<file path="config.mk">
export PLATFORM = sky130hd
export DESIGN_NAME = tern_lane_unit
export DESIGN_NICKNAME = d
export VERILOG_FILES = /design/src/rtl/tern_pkg.sv /design/src/rtl/tern_inv_word.sv /design/src/rtl/tern_and_word.sv /design/src/rtl/tern_lane_unit.sv
export SDC_FILE = /design/constraint.sdc
export NUM_CORES = 1
export LEC_CHECK = 0
export BUFFER_PORTS_ARGS = -buffer_cell sky130_fd_sc_hd__buf_2
export CAP_MARGIN = 10
export CELL_PAD_IN_SITES_DETAIL_PLACEMENT = 1
export CELL_PAD_IN_SITES_GLOBAL_PLACEMENT = 1
export CORE_MARGIN = 2
export CORE_UTILIZATION = 42
export CTS_CLUSTER_SIZE = 20
export DETAILED_ROUTE_END_ITERATION = 10
export PLACE_DENSITY = 0.84
export SLEW_MARGIN = 0
export SYNTH_ARGS = -nofsm -noshare
export SYNTH_HDL_FRONTEND = slang
export SYNTH_HIERARCHICAL = 1
export SYNTH_SLANG_ARGS = --single-unit
export TNS_END_PERCENT = 30
</file>
<file path="constraint.sdc">
create_clock -name clk_i -period 0.8 [get_ports clk_i]
set_input_delay 0.12 -clock clk_i [delete_from_list [all_inputs] [get_ports clk_i]]
set_output_delay 0.12 -clock clk_i [all_outputs]
set_load 0.01 [all_outputs]
</file>
<file path="src/rtl/tern_pkg.sv">
package tern_pkg;
  typedef logic [1:0] trit_t;
  localparam trit_t T_ZERO = 2'b00;
  localparam trit_t T_ONE  = 2'b01;
  localparam trit_t T_UNK  = 2'b11;
endpackage

</file>
<file path="src/rtl/tern_inv_word.sv">
module tern_inv_word #(
  parameter int LANES = 16,
  localparam int W = 2 * LANES
) (
  input  logic         en_i,
  input  logic [W-1:0] d_i,
  output logic [W-1:0] q_o
);
  import tern_pkg::*;

  for (genvar b = 0; b < LANES; b++) begin : g_lane
    trit_t t;
    always_comb begin
      t = d_i[2*b +: 2];
      if (en_i) begin
        case (t)
          T_ZERO:  t = T_ONE;
          T_ONE:   t = T_ZERO;
          default: t = t; // unknown stays unknown
        endcase
      end
    end
    assign q_o[2*b +: 2] = t;
  end
endmodule

</file>
<file path="src/rtl/tern_and_word.sv">
module tern_and_word #(
  parameter int LANES = 16,
  localparam int W = 2 * LANES
) (
  input  logic [W-1:0] a_i,
  input  logic [W-1:0] b_i,
  output logic [W-1:0] y_o
);
  import tern_pkg::*;

  for (genvar l = 0; l < LANES; l++) begin : g_lane
    trit_t a, b, y;
    assign a = a_i[2*l +: 2];
    assign b = b_i[2*l +: 2];
    always_comb begin
      if (a == T_ZERO || b == T_ZERO)     y = T_ZERO; // zero dominates
      else if (a == T_ONE && b == T_ONE)  y = T_ONE;
      else                                y = T_UNK;
    end
    assign y_o[2*l +: 2] = y;
  end
endmodule

</file>
<file path="src/rtl/tern_lane_unit.sv">
module tern_lane_unit #(
  parameter int LANES = 16,
  localparam int W = 2 * LANES
) (
  input  logic         clk_i,
  input  logic         rst_ni,
  input  logic         valid_i,
  input  logic [W-1:0] op_a_i,
  input  logic [W-1:0] op_b_i,
  input  logic         inv_a_i,
  input  logic         inv_b_i,
  output logic [W-1:0] and_o,
  output logic [W-1:0] not_o,
  output logic         valid_o
);
  logic [W-1:0] a_eff, b_eff, and_d, not_d;
  logic [W-1:0] and_q, not_q;
  logic         valid_q;

  tern_inv_word #(.LANES(LANES)) u_inv_a (.en_i(inv_a_i), .d_i(op_a_i), .q_o(a_eff));
  tern_inv_word #(.LANES(LANES)) u_inv_b (.en_i(inv_b_i), .d_i(op_b_i), .q_o(b_eff));
  tern_inv_word #(.LANES(LANES)) u_not   (.en_i(1'b1),    .d_i(op_a_i), .q_o(not_d));
  tern_and_word #(.LANES(LANES)) u_and   (.a_i(a_eff), .b_i(b_eff), .y_o(and_d));

  always_ff @(posedge clk_i or negedge rst_ni) begin
    if (!rst_ni) begin
      and_q   <= '0;
      not_q   <= '0;
      valid_q <= 1'b0;
    end else begin
      valid_q <= valid_i;
      if (valid_i) begin
        and_q <= and_d;
        not_q <= not_d;
      end
    end
  end

  assign and_o   = and_q;
  assign not_o   = not_q;
  assign valid_o = valid_q;
endmodule

</file>
# Word level (Yosys, flattened, before mapping)
# Index checks and enable logic that the tools add are counted.
[word_totals]
wordCells = 259
output_inout_bits = 65
input_bits = 69
regBits = 65
[classes]
mux = 96
reduce_logical = 96
eq_ne = 64
[ops]
columns = ["operator", "n"]
rows = [
  ["$eq A2 B1 Y1 const B", 64],
  ["$logic_not A2 Y1", 64],
  ["$mux W2", 64],
  ["$pmux W2 S2", 32],
  ["$logic_and A1 B1 Y1", 16],
  ["$logic_or A1 B1 Y1", 16],
]

# Longest topological paths before layout
[depth]
depth_word = 7
mapped_depth = 7

# Cells and area by module
# The synthesis kept the hierarchy.
[by_module_without_submodules]
columns = ["mod", "area_each_um2", "instances", "seq_area_each_um2", "cells_per_inst"]
rows = [
  ["tern_lane_unit", 2707.6, 1, 1626.6, 137],
  ["tern_inv_word", 865.8, 3, 0.0, 116],
  ["tern_and_word", 320.3, 1, 0.0, 80],
]

# Worst setup path after synthesis
# No wires, ideal clock.
[synth_path]
path_kind = "input to register"
startpoint = "input port inv_b_i"
endpoint = "register and_q[31], in the netlist and_o[31]"
n_path_buf = 2
cell_stages = 7
t_arrival_ns = 0.951
path_slack_ns = -0.276
required_time_ns = 0.675
setup_ns = 0.125
path_cell_list = "buf_6 buf_6 o21a_1 nor2_1 nor2_1 nor2_1 mux2_2"
[synth_between]
elab_chain_len = 5
elab_cells_between_ends = 7
cone_classes = "eq/ne (1); mux (3); reduce/logical (3)"
[synth_rtl]
columns = ["element", "line_no", "source"]
rows = [
  ["from (decl)", "tern_lane_unit.sv:11", "input logic inv_b_i,"],
  ["$mux W2 (*)", "tern_inv_word.sv:15", "if (en_i) begin"],
  ["named net b_eff[31]", "tern_lane_unit.sv:16", "logic [W-1:0] a_eff, b_eff, and_d, not_d;"],
  ["$eq A2 B1 Y1", "tern_and_word.sv:17", "else if (a == T_ONE && b == T_ONE) y = T_ONE;"],
  ["$logic_and A1 B1 Y1", "tern_and_word.sv:17", ""],
  ["$mux W2", "tern_and_word.sv:17", ""],
  ["$mux W2 (*)", "tern_and_word.sv:16", "if (a == T_ZERO || b == T_ZERO) y = T_ZERO;"],
  ["named net and_d[31]", "tern_lane_unit.sv:16", ""],
  ["to (signal assigned)", "tern_lane_unit.sv:33", "and_q <= and_d;"],
  ["to (decl)", "tern_lane_unit.sv:17", "logic [W-1:0] and_q, not_q;"],
]
# The timed path passes the listed nets; every way through them passes the cells marked *.
# A chain may end at the register's enable or synchronous reset.

# Final worst setup path
[layout_path]
startpoint = "register and_q[10], in the netlist and_o[10]"
endpoint = "output port and_o[10]"
[layout_rtl]
columns = ["element", "line_no", "source"]
rows = [
  ["to (decl)", "tern_lane_unit.sv:12", "output logic [W-1:0] and_o,"],
]
# No word-level cell between the ends.

==> results.yml <==
outcome:
  status: "complete, but fails checks"
  violations: "negative setup slack"
global_route:
  grt_pass1_vias: 5526
  track_usage_pct: 23.5
  antenna_found_initial: 0
  gr-total-overflow: 0
  grt_pass1_wl_mm: 26.5
  grt_max_degree: 37
logic_synthesis:
  synth_area_leaders: "dfrtp_1 (29%), ha_1 (20%), mux2_4 (16%)"
  yosys.area.top_type: "dfrtp_1"
  ys_seq_elements: 65
  synth_edf_count: 0
  yosysSeqAreaShare_pct: 28.9
  synth_area_um2: 5630
  async_flop_share_pct: 100
  synth_nets: 724
  ys_types: 15
  yosysMostFrequentCell: "nor2_1"
  netlist_instances: 565
  avgSynthCellArea_um2: 9.96
  synth_flop_cell: "dfrtp_1"
  netlist.area_leader.share_pct: 28.9
  yosys_warnings: 6
  yosys-top-cells-count: "nor2_1 (121), ha_1 (90), inv_1 (90)"
detailed_routing:
  avgRoutedWirePerCell_um: 20.2
  via_per_inst: 5.00
  drt_pass1_iterations: 4
  vias: 4928
  ant_nets: 0
  drt-total-wl_mm: 19.9
  remaining_drc_errors: 0
  drt_iter0_markers: 191
layout:
  fillerInstances: 1495
  drive_above_1_share_pct: 49.3
  diodes: 0
  nets: 965
  final_area_um2: 7930
  final_cell_count_no_fill: 986
  synthToLayoutAreaGrowth_pct: 40.9
sta:
  slew_violations: 0
  finalCriticalPeriod_ns: 1.06
  final.period_utilization_pct: 133
  fin_worst_skew_ns: 0
  setup-violations-final: 118
  rsz0062_at_grt: "true"
  fmax_ghz: 0.940
  fin_tns_setup_ns: -18.44
  fin_ws_ns: -0.264
  hold_viol: 0
  fin_hold_ws_ns: 0.147
clock_tree:
  clockBufferDepth: 2
  cts_sinks: 65
  cts_made_buffers: 9
  cts_root_buf: "clkbuf_16"
  h-tree-depth: 3
  path_clk_slew_ns: 0.06
  cts_tree: "built"
  worstSkewPairLatency_ns: 0.34
floorplanning:
  initial_core_util_pct: 42.8
  coreArea_um2: 13100
  dieWidth_um: 120
  io-pin-count: 134
  die_area_um2: 14300
  row_count: 42
  die_h_um: 120
critical_path:
  path_cells: "buf_6"
  crit_fanout: 2
  arrival_ns: 0.94
  path_buf_inv: 1
  crit_type: "flip-flop to output pin"
  cpMaxStageDelayCell: "dfrtp_1"
  slowest_delay_ns: 0.44
  cp-start-kind: "flip-flop"
  cp_data_required_time_ns: 0.68
  path_delay_family: "flip-flops"
  critPathCaptureType: "output pin"
place:
  io_buffer_count: 133
  place_area_um2: 6920
  hpwl_mm: 12.6
  placed_cells: 928
  pre_cts_slack_ns: -0.495
  place.gp.congestion: 0.794
power_and_ir_drop:
  leakagePower_nw: 4.36
  cellPowerDensity_nw_per_um2: 1590
  ir_drop_mv: 0.818
min_path:
  hold_class: "input pin to flip-flop"
flow_run:
  max_cap_viol_count: 0
==> final cells by class <==
type	instances	area, um2	area share [%]
repair buffers	252	1830	23.1
clock inverters	4	20.0	0.252
flip-flops and latches	65	1630	20.5
well taps	176	220	2.78
inverters	90	363	4.58
clock buffers	11	243	3.06
multi-input cells	388	3630	45.7
==> metrics by stage <==
stage	utilization, %	total power, mW
floorplan	-	6.33
global placement	52.7	7.59
detailed placement	52.7	7.92
CTS	56.7	12.0
global route	60.4	13.2
finish	60.4	12.6
==> logic make-up after synthesis <==
group	Yosys count	synth area share, %
AND/OR/NAND/NOR	124	8.41
XOR/XNOR	3	0.467
flip-flops	65	28.9
other	1	0.0667
buffers and inverters	112	10.9
AO/OA/AOI/OAI	73	8.50
multiplexers	97	22.7
adder cells (fa/ha/maj)	90	20.0
==> power breakdown <==
part	switching (mW)	total (mW)	internal, mW
clock network	1.54	3.69	2.14
registers	0.357	4.15	3.79
logic	2.21	4.76	2.55
==> placed cells by master (no fill, tap or decap), drive strengths merged <==
master / count
o21a: 45
nor2: 121
buf: 250
mux2: 64
nand2b: 3
ha: 90
dfrtp: 65
conb: 1
dlygate4sd3: 1
inv: 90
clkinv: 4
clkbuf: 12
mux2i: 33
a21oi: 28
xnor2: 3
==> timing repair <==
item / 4_1_cts / 5_1_grt
cloned: 0 / 1
gates resized for setup: 25 / 91
hold buffers: 1 / 0
pin swaps: 17 / 29
endpoints found under the setup margin: 103 / 125
setup buffers: 21 / 20
hold endpoints to repair: 65 / 0
==> registers in the layout, summed over array words and instances (netlist names) <==
signal	count
and_o	32
valid_o	1
not_o	32
==> metal layers <==
metal	track usage, %	routed length, um
met1	24.2	7520
met5	0	0
met2	46.1	11100
met4	9.63	557
met3	4.23	708
==> worst register-to-register path: cells and delay by family, from the launching register on <==
family | cells | cell delay (ns)
flip-flops | 1 | 0.42
multiplexers | 1 | 0.26
buffers and inverters | 1 | 0.14
==> final timing paths <==
check	startpoint	to	slack, ns	depth (start not counted)
worst max-delay path	and_o[10]	and_o[10]	-0.26	1
worst min-delay path	op_a_i[13]	not_o[13]	0.15	3
worst max register to register	and_o[25]	and_o[25]	-0.13	2
worst min register to register	not_o[13]	not_o[13]	0.51	1
max in group asynchronous	rst_ni	and_o[4]	0.29	3
min in group asynchronous	rst_ni	not_o[27]	0.29	3
No activity file was read; power rests on OpenSTA's default activity.
